==> config.mk <==
export PLATFORM = sky130hd
export DESIGN_NAME = cfg_bitaddr_calc
export DESIGN_NICKNAME = d
export VERILOG_FILES = /design/src/rtl/cba_pkg.sv /design/src/rtl/cba_col_map.sv /design/src/rtl/cba_frame_pos.sv /design/src/rtl/cba_seq_mul.sv /design/src/rtl/cfg_bitaddr_calc.sv
export SDC_FILE = /design/constraint.sdc
export NUM_CORES = 1
export LEC_CHECK = 0
export ABC_CLOCK_PERIOD_IN_PS = 4410
export BUFFER_PORTS_ARGS = -buffer_cell sky130_fd_sc_hd__buf_2
export CAP_MARGIN = 20
export CELL_PAD_IN_SITES_DETAIL_PLACEMENT = 0
export CELL_PAD_IN_SITES_GLOBAL_PLACEMENT = 2
export CORE_ASPECT_RATIO = 0.9
export CORE_MARGIN = 2
export CORE_UTILIZATION = 34
export DETAILED_ROUTE_END_ITERATION = 12
export GPL_ROUTABILITY_DRIVEN = 0
export GPL_TIMING_DRIVEN = 0
export PLACE_DENSITY_LB_ADDON = 0.1
export SETUP_SLACK_MARGIN = 0.1
export SLEW_MARGIN = 20
export SYNTH_ARGS = -nofsm -noshare
export SYNTH_HDL_FRONTEND = slang
export SYNTH_SLANG_ARGS = --single-unit
==> constraint.sdc <==
create_clock -name clk -period 4.41 [get_ports clk]
set_input_delay 0.882 -clock clk [delete_from_list [all_inputs] [get_ports clk]]
set_output_delay 0.882 -clock clk [all_outputs]
set_load 0.005 [all_outputs]
==> src/rtl/cba_pkg.sv <==
package cba_pkg;
  localparam int WORD_BITS      = 32;
  localparam int CLB_FRAME_BITS = 18;
  localparam int CLOCK_COLS     = 8;
  localparam int FRAMES_PER_COL = 48;
  localparam int FBI_BASE       = 3;
  localparam int LUT_DEPTH      = 16;

  typedef enum logic [1:0] {
    ST_IDLE = 2'd0,
    ST_LOAD = 2'd1,
    ST_MUL  = 2'd2,
    ST_FIN  = 2'd3
  } cba_state_e;
endpackage

==> src/rtl/cba_col_map.sv <==
module cba_col_map #(
  parameter int COL_W = 7
) (
  input  logic [COL_W-1:0] col_i,
  input  logic [COL_W-1:0] ncols_i,
  output logic [COL_W-1:0] major_o,
  output logic             col_err_o
);
  localparam int EW = COL_W + 1;

  function automatic logic [COL_W-1:0] fold_major(input logic [COL_W-1:0] col,
                                                   input logic [COL_W-1:0] ncols);
    logic [EW-1:0] twice;
    logic [EW-1:0] cnt;
    logic [EW-1:0] res;
    twice = {col, 1'b0};
    cnt   = {1'b0, ncols};
    if (twice <= cnt) res = cnt - twice + EW'(2);
    else              res = twice - cnt - EW'(1);
    return res[COL_W-1:0];
  endfunction

  assign major_o   = fold_major(col_i, ncols_i);
  assign col_err_o = (col_i == '0) || (col_i > ncols_i) || ncols_i[0];
endmodule

==> src/rtl/cba_frame_pos.sv <==
module cba_frame_pos
  import cba_pkg::*;
#(
  parameter int ROW_W = 6,
  parameter int FBI_W = 11
) (
  input  logic [ROW_W-1:0] row_i,
  input  logic [1:0]       slice_i,
  input  logic             lut_g_i,
  input  logic [4:0]       bit_i,
  input  logic             rdbk_i,
  output logic [5:0]       minor_o,
  output logic [FBI_W-1:0] fbi_o,
  output logic [FBI_W-6:0] woff_o,
  output logic [4:0]       bpos_o,
  output logic             pos_err_o
);
  function automatic logic [5:0] minor_of(input logic [4:0] b, input logic s);
    logic [6:0] m;
    m = 7'(b) + 7'(WORD_BITS);
    if (s) m = m - (7'(b) * 7'd2 + 7'd17);
    return m[5:0];
  endfunction

  function automatic logic [FBI_W-1:0] fbi_of(input logic [ROW_W-1:0] r,
                                              input logic g, input logic rw);
    logic [FBI_W-1:0] v;
    v = FBI_W'(FBI_BASE) + FBI_W'(CLB_FRAME_BITS) * FBI_W'(r) - FBI_W'(g);
    if (rw) v = v + FBI_W'(WORD_BITS);
    return v;
  endfunction

  assign minor_o   = minor_of(bit_i, slice_i[0]);
  assign fbi_o     = fbi_of(row_i, lut_g_i, rdbk_i);
  assign woff_o    = fbi_o[FBI_W-1:5];
  assign bpos_o    = 5'd31 - fbi_o[4:0];
  assign pos_err_o = (row_i == '0) || (slice_i > 2'd1) || (bit_i > 5'(LUT_DEPTH - 1));
endmodule

==> src/rtl/cba_seq_mul.sv <==
module cba_seq_mul #(
  parameter int A_W = 13,
  parameter int B_W = 8,
  localparam int P_W = A_W + B_W
) (
  input  logic           clk,
  input  logic           rst_n,
  input  logic           load_i,
  input  logic           step_i,
  input  logic [A_W-1:0] mcand_i,
  input  logic [B_W-1:0] mplier_i,
  output logic [P_W-1:0] prod_o
);
  logic [P_W-1:0] mc_q;
  logic [B_W-1:0] mp_q;

  always_ff @(posedge clk or negedge rst_n) begin
    if (!rst_n) begin
      prod_o <= '0;
      mc_q   <= '0;
      mp_q   <= '0;
    end else if (load_i) begin
      prod_o <= '0;
      mc_q   <= P_W'(mcand_i);
      mp_q   <= mplier_i;
    end else if (step_i) begin
      if (mp_q[0]) prod_o <= prod_o + mc_q;
      mc_q <= mc_q << 1;
      mp_q <= mp_q >> 1;
    end
  end

  AST_MUL_LOAD_CLEARS: assert property (@(posedge clk) disable iff (!rst_n)
    load_i |=> (prod_o == '0) && (mp_q == $past(mplier_i)));
endmodule

==> src/rtl/cfg_bitaddr_calc.sv <==
module cfg_bitaddr_calc
  import cba_pkg::*;
#(
  parameter int ROW_W  = 6,
  parameter int COL_W  = 7,
  parameter int FL_W   = 8,
  parameter int WORD_W = 24,
  localparam int FBI_MAX = FBI_BASE + CLB_FRAME_BITS * ((1 << ROW_W) - 1) + WORD_BITS,
  localparam int FBI_W   = $clog2(FBI_MAX + 1),
  localparam int WOFF_W  = FBI_W - 5
) (
  input  logic              clk,
  input  logic              rst_n,
  input  logic              start_i,
  input  logic [ROW_W-1:0]  row_i,
  input  logic [COL_W-1:0]  col_i,
  input  logic [1:0]        slice_i,
  input  logic              lut_g_i,
  input  logic [4:0]        bit_i,
  input  logic              rdbk_i,
  input  logic [COL_W-1:0]  ncols_i,
  input  logic [FL_W-1:0]   flen_i,
  output logic              done_o,
  output logic              err_o,
  output logic [COL_W-1:0]  major_o,
  output logic [5:0]        minor_o,
  output logic [FBI_W-1:0]  fbi_o,
  output logic [WOFF_W-1:0] woff_o,
  output logic [4:0]        bitpos_o,
  output logic [WORD_W-1:0] start_word_o,
  output logic [WORD_W-1:0] abs_word_o
);
  localparam int K_W    = COL_W + 6;
  localparam int PROD_W = K_W + FL_W;
  localparam int CNT_W  = $clog2(FL_W + 1);

  cba_state_e        state_q;
  logic [CNT_W-1:0]  cnt_q;
  logic [ROW_W-1:0]  row_q;
  logic [COL_W-1:0]  col_q;
  logic [1:0]        slice_q;
  logic              lutg_q;
  logic [4:0]        bit_q;
  logic              rdbk_q;
  logic [COL_W-1:0]  ncols_q;
  logic [FL_W-1:0]   flen_q;

  logic [COL_W-1:0]  major_w;
  logic              col_err_w;
  logic [5:0]        minor_w;
  logic [FBI_W-1:0]  fbi_w;
  logic [WOFF_W-1:0] woff_w;
  logic [4:0]        bpos_w;
  logic              pos_err_w;
  logic [K_W-1:0]    base_w;
  logic [PROD_W-1:0] prod_w;

  // Named internal events
  logic busy_w, accept_w, ignored_w, last_step_w, finish_w, loc_err_w;
  assign busy_w      = (state_q != ST_IDLE);
  assign accept_w    = start_i && !busy_w;
  assign ignored_w   = start_i && busy_w;
  assign last_step_w = (state_q == ST_MUL) && (cnt_q == CNT_W'(FL_W - 1));
  assign finish_w    = (state_q == ST_FIN);
  assign loc_err_w   = col_err_w || pos_err_w;

  // Frame base; the readback shift of one frame is folded in as +RW
  function automatic logic [K_W-1:0] frame_base(input logic [COL_W-1:0] maj,
                                                input logic [5:0] mn, input logic rw);
    return K_W'(CLOCK_COLS) + (K_W'(maj) - K_W'(1)) * K_W'(FRAMES_PER_COL)
           + K_W'(mn) + K_W'(rw);
  endfunction

  cba_col_map #(.COL_W(COL_W)) u_col (
    .col_i(col_q), .ncols_i(ncols_q), .major_o(major_w), .col_err_o(col_err_w)
  );

  cba_frame_pos #(.ROW_W(ROW_W), .FBI_W(FBI_W)) u_pos (
    .row_i(row_q), .slice_i(slice_q), .lut_g_i(lutg_q), .bit_i(bit_q),
    .rdbk_i(rdbk_q), .minor_o(minor_w), .fbi_o(fbi_w), .woff_o(woff_w),
    .bpos_o(bpos_w), .pos_err_o(pos_err_w)
  );

  assign base_w = frame_base(major_w, minor_w, rdbk_q);

  cba_seq_mul #(.A_W(K_W), .B_W(FL_W)) u_mul (
    .clk(clk), .rst_n(rst_n),
    .load_i(state_q == ST_LOAD), .step_i(state_q == ST_MUL),
    .mcand_i(base_w), .mplier_i(flen_q), .prod_o(prod_w)
  );

  always_ff @(posedge clk or negedge rst_n) begin
    if (!rst_n) begin
      state_q <= ST_IDLE;
      cnt_q   <= '0;
      row_q   <= '0;
      col_q   <= '0;
      slice_q <= '0;
      lutg_q  <= 1'b0;
      bit_q   <= '0;
      rdbk_q  <= 1'b0;
      ncols_q <= '0;
      flen_q  <= '0;
      done_o  <= 1'b0;
      err_o   <= 1'b0;
      major_o <= '0;
      minor_o <= '0;
      fbi_o   <= '0;
      woff_o  <= '0;
      bitpos_o     <= '0;
      start_word_o <= '0;
      abs_word_o   <= '0;
    end else begin
      done_o <= 1'b0;
      unique case (state_q)
        ST_IDLE: if (accept_w) begin
          row_q   <= row_i;
          col_q   <= col_i;
          slice_q <= slice_i;
          lutg_q  <= lut_g_i;
          bit_q   <= bit_i;
          rdbk_q  <= rdbk_i;
          ncols_q <= ncols_i;
          flen_q  <= flen_i;
          state_q <= ST_LOAD;
        end
        ST_LOAD: begin
          cnt_q   <= '0;
          state_q <= ST_MUL;
        end
        ST_MUL: begin
          cnt_q <= cnt_q + CNT_W'(1);
          if (last_step_w) state_q <= ST_FIN;
        end
        ST_FIN: begin
          done_o  <= 1'b1;
          err_o   <= loc_err_w;
          state_q <= ST_IDLE;
          if (loc_err_w) begin
            major_o <= '0;
            minor_o <= '0;
            fbi_o   <= '0;
            woff_o  <= '0;
            bitpos_o     <= '0;
            start_word_o <= '0;
            abs_word_o   <= '0;
          end else begin
            major_o <= major_w;
            minor_o <= minor_w;
            fbi_o   <= fbi_w;
            woff_o  <= woff_w;
            bitpos_o     <= bpos_w;
            start_word_o <= WORD_W'(prod_w);
            abs_word_o   <= WORD_W'(prod_w + PROD_W'(woff_w));
          end
        end
        default: state_q <= ST_IDLE;
      endcase
    end
  end

  AST_DONE_ONE_CYCLE: assert property (@(posedge clk) disable iff (!rst_n)
    done_o |=> !done_o);
  AST_DONE_AFTER_FIN: assert property (@(posedge clk) disable iff (!rst_n)
    $rose(done_o) |-> $past(finish_w));
  AST_BUSY_START_IGNORED: assert property (@(posedge clk) disable iff (!rst_n)
    ignored_w |=> $stable(row_q) && $stable(col_q) && $stable(slice_q) && $stable(bit_q)
                  && $stable(ncols_q) && $stable(flen_q) && $stable(rdbk_q));
  AST_ERR_ZEROES: assert property (@(posedge clk) disable iff (!rst_n)
    (done_o && err_o) |-> (major_o == '0) && (minor_o == '0) && (fbi_o == '0)
                          && (start_word_o == '0) && (abs_word_o == '0));
  AST_MINOR_RANGE: assert property (@(posedge clk) disable iff (!rst_n)
    (done_o && !err_o) |-> (minor_o <= 6'd47));
  AST_MAJOR_RANGE: assert property (@(posedge clk) disable iff (!rst_n)
    (done_o && !err_o) |-> (major_o != '0) && (major_o <= ncols_q));
  AST_ABS_NOT_BELOW_START: assert property (@(posedge clk) disable iff (!rst_n)
    (done_o && !err_o) |-> (abs_word_o >= start_word_o));
endmodule

==> results by group <==
Run status
  • Status: finished with violations
  • Failing checks: setup timing

Global routing
  • Vias in the first global route: 8317
  • Gr usage total: 18.5%
  • Remaining Overflow, GRT: 0
  • Largest net degree at the start of global routing: 90
  • Initial antenna violation count: 0
  • First-pass GRT wire length: 47.0 mm

STA
  • Slew headroom: 31.6%
  • Setup Viol. Count Final: 6
  • Crit path time final: 4.54 ns
  • Final slew viol count: 0
  • Worst setup margin: -0.133 ns
  • Slew of the pin with the lowest slew margin: 1.03 ns
  • Fin crit share: 103%
  • Max frequency: 0.220 GHz
  • Hold slack: 0.401 ns
  • Total Neg Setup Slack: -0.358 ns
  • Clock Skew: 0.0134 ns
  • RSZ-0062 raised after global routing: yes
  • Fin. Hold Viols: 0

Worst setup path
  • Worst path bufs/invs: 2
  • Crit Path Class: register to register
  • WP depth: 18
  • Crit. Startpoint: row_q[4]
  • WP data required: 4.78 ns
  • Number of cells on the worst reg-to-reg path: 18
  • R2r setup slk: -0.13 ns
  • Endpoint class of the critical path: register
  • Crit path max fanout: 6
  • Crit path capture: abs_word_o[21]
  • Slowest stage delay, CP: 0.51 ns
  • Worst reg2reg endpoint: abs_word_o[21]
  • Worst setup SP type: register
  • Worst r2r src: row_q[4]
  • Critical path's slowest cell: or4b_4
  • Crit-path cells: ha_4 -> ha_4 -> fa_2 -> xor2_2 -> inv_2 -> ha_4 -> inv_4 -> or4b_4 -> o211ai_1 -> nand4_2 -> nor3_4 -> xnor2_2 -> ha_1 -> o21a_1 -> nor2_2 -> nor3b_4 -> or4b_4 -> o21ai_1
  • WP data arrival: 4.91 ns
  • Top Family by Delay on Critical Path: simple AND/OR/NAND/NOR gates
  • Cell mode on critical path: ha_4

Drt
  • 1st-iter DRT viols: 352
  • Drt pass-1 iters: 4
  • DR vias: 8471
  • Drt total wl: 29.6 mm
  • Routed length per instance: 17.4 um
  • Post-route DRC: 0
  • Final ANT Viol Nets: 0
  • Via density: 4.98

Final layout
  • Area grow syn2layout: 26.7%
  • # fillers: 3047
  • Fraction of layout cells with a size suffix above 1: 29.4%
  • # diodes: 0
  • Nets@finish: 1420
  • Finished Cell Area: 13500 um^2

Synth
  • Mapped Avg Cell Area: 9.87 um^2
  • Cells after synthesis: 1080
  • Synth top area share: 39.2%
  • Synth Cell Area: 10700 um^2
  • Register area share after synthesis: 39.2%
  • Top-count cell post-synth: dfrtp_1
  • Synth warn: 0
  • Post-synth EDFFs: 0
  • Asr flop ratio synth: 100%
  • Yosys reg bits: 167
  • Most used DFF post-synth: dfrtp_1
  • Yosys cell types: 73
  • Most frequent cells after synthesis: 167 x dfrtp_1, 109 x nand2_1, 95 x ha_1
  • Synth area leader: dfrtp_1
  • Synth area leaders: dfrtp_1 39%, ha_1 11%, mux2_2 4.0%

Floorplan
  • Die Wd: 191 um
  • Die ar.: 32800 um^2
  • # IOs: 125
  • Die Height: 172 um
  • Core area: 30900 um^2
  • Starting Density: 34.5%
  • Row count: 61

CTS
  • # H-tree levels: 4
  • TritonCTS Buffers: 17
  • Root Buffer: clkbuf_16
  • Clk slew on worst S/H paths: 0.08 ns
  • Max clock buf depth: 2
  • CTS sink count: 167
  • CTS tree: built
  • Hold-fix buffers, CTS: 0
  • Clock latency on the worst-skew pair: 0.44 ns

Placement
  • Port-buffer cells: 119
  • Dpl ws: -0.618 ns
  • Final HPWL DP: 21.9 mm
  • Cell Area, Placed: 11900 um^2

Flow run
  • Max-Cap Viols: 0

Worst hold path
  • Hold Path Class: primary input to asynchronous set/reset pin
-- kinds of logic (layout without fill, tap and decap cells) --
group	count (synthesis)	count (layout)	synth area share [%]
adders and majority gates	101	101	12.3
buffers and inverters	115	322	4.53
AOI/OAI and AO/OA	288	288	19.2
muxes	56	56	5.82
DFF	167	167	39.2
and+or+nand+nor	268	268	11.9
xor gates and xnor gates	84	84	7.03
other	1	5	0.0352
-- how the worst min path moves through the flow --
stage,startpoint,to,slack [ns],cells after the start
5_1_grt,rst_n,fbi_o[4],0.46,1
3_3_place_gp,start_word_o[20],start_word_o[20],0.46,2
4_1_cts,rst_n,fbi_o[4],0.44,1
2_1_floorplan,lutg_q,fbi_o[0],0.45,1
3_5_place_dp,lutg_q,fbi_o[0],0.46,1
6_report,rst_n,fbi_o[4],0.40,1
-- layout make-up --
| class | instances | area [um^2] | share of cell area (%) |
|---|---|---|---|
| clock inverters | 13 | 115 | 0.852 |
| clock buffers | 18 | 439 | 3.25 |
| multi-input cells | 802 | 6670 | 49.4 |
| well taps | 409 | 512 | 3.79 |
| inverters | 61 | 231 | 1.71 |
| repair buffers | 176 | 1060 | 7.88 |
| flip-flops and latches | 167 | 4190 | 31.0 |
| plain buffers | 54 | 284 | 2.10 |
-- through the flow --
stage | utilization [%] | std cells
final | 43.7 | 1700
after global routing | 43.7 | 1700
after CTS | 42.4 | 1676
after detailed placement | 38.6 | 1613
after global placement | 38.4 | 1612
after floorplan | - | 1084
-- cell usage in the layout (no fill, tap or decap), drive strengths merged, types with 3 or more instances in the layout --
cell      netlist  final
nand3          30     30
xnor2          44     44
xor2           39     39
and2            3      3
mux2i          18     18
buf            19    197
a31o           11     11
conb            1      5
clkinv          0      5
clkinvlp        0      3
nand4           8      8
o211ai          4      4
fa              6      6
nor3           14     14
o31ai          20     20
o2bb2ai        40     40
a221oi          3      3
nand2b          8      8
o21ai          49     49
a2111oi         4      4
and3            7      7
nor3b           4      4
nor4            7      7
ha             95     95
a211oi         11     11
o21a           10     10
nand2         109    109
inv            61     66
o22ai           3      3
a31oi           6      6
nor2b          21     21
a21oi          62     62
a21o           18     18
o21bai          8      8
nor2           47     47
a22o           17     17
mux2           38     38
dfrtp         167    167
o221ai          5      5
clkbuf         35     51
-- worst reg2reg max path, delay by kind of cell, from the launching register on --
kind	cells	cell delay [ns]
adders and majority gates	5	1.39
DFF	1	0.43
xor gates and xnor gates	2	0.27
AOI/OAI and AO/OA	3	0.44
and+or+nand+nor	6	1.84
buffers and inverters	2	0.09
-- state kept, by name (all words and copies together), names as in the netlist, 2 cells and up --
| name | count |
|---|---|
| abs_word_o | 22 |
| bit_q | 5 |
| bitpos_o | 5 |
| cnt_q | 4 |
| col_q | 7 |
| fbi_o | 11 |
| flen_q | 8 |
| major_o | 7 |
| minor_o | 6 |
| ncols_q | 7 |
| row_q | 6 |
| slice_q | 2 |
| start_word_o | 21 |
| state_q | 2 |
| u_mul.mc_q | 21 |
| u_mul.mp_q | 8 |
| u_mul.prod_o | 21 |
-- timing repair --
| action | in CTS | in global routing |
|---|---|---|
| endpoints found under the setup margin | 23 | 20 |
| pin swaps | 35 | 44 |
| gates resized for setup | 71 | 51 |
| buffers inserted | 32 | 24 |
-- layer usage --
metal,vias to the layer above,track usage (%),wire length [um]
met5,-,0,0
met4,0,4.08,234
met3,10,2.74,859
met2,113,29.2,13300
met1,4068,26.8,15200
li1,4280,-,-
Power is not shown: default switching activity piles up to over one toggle a cycle in this logic, so the estimate is an artifact.
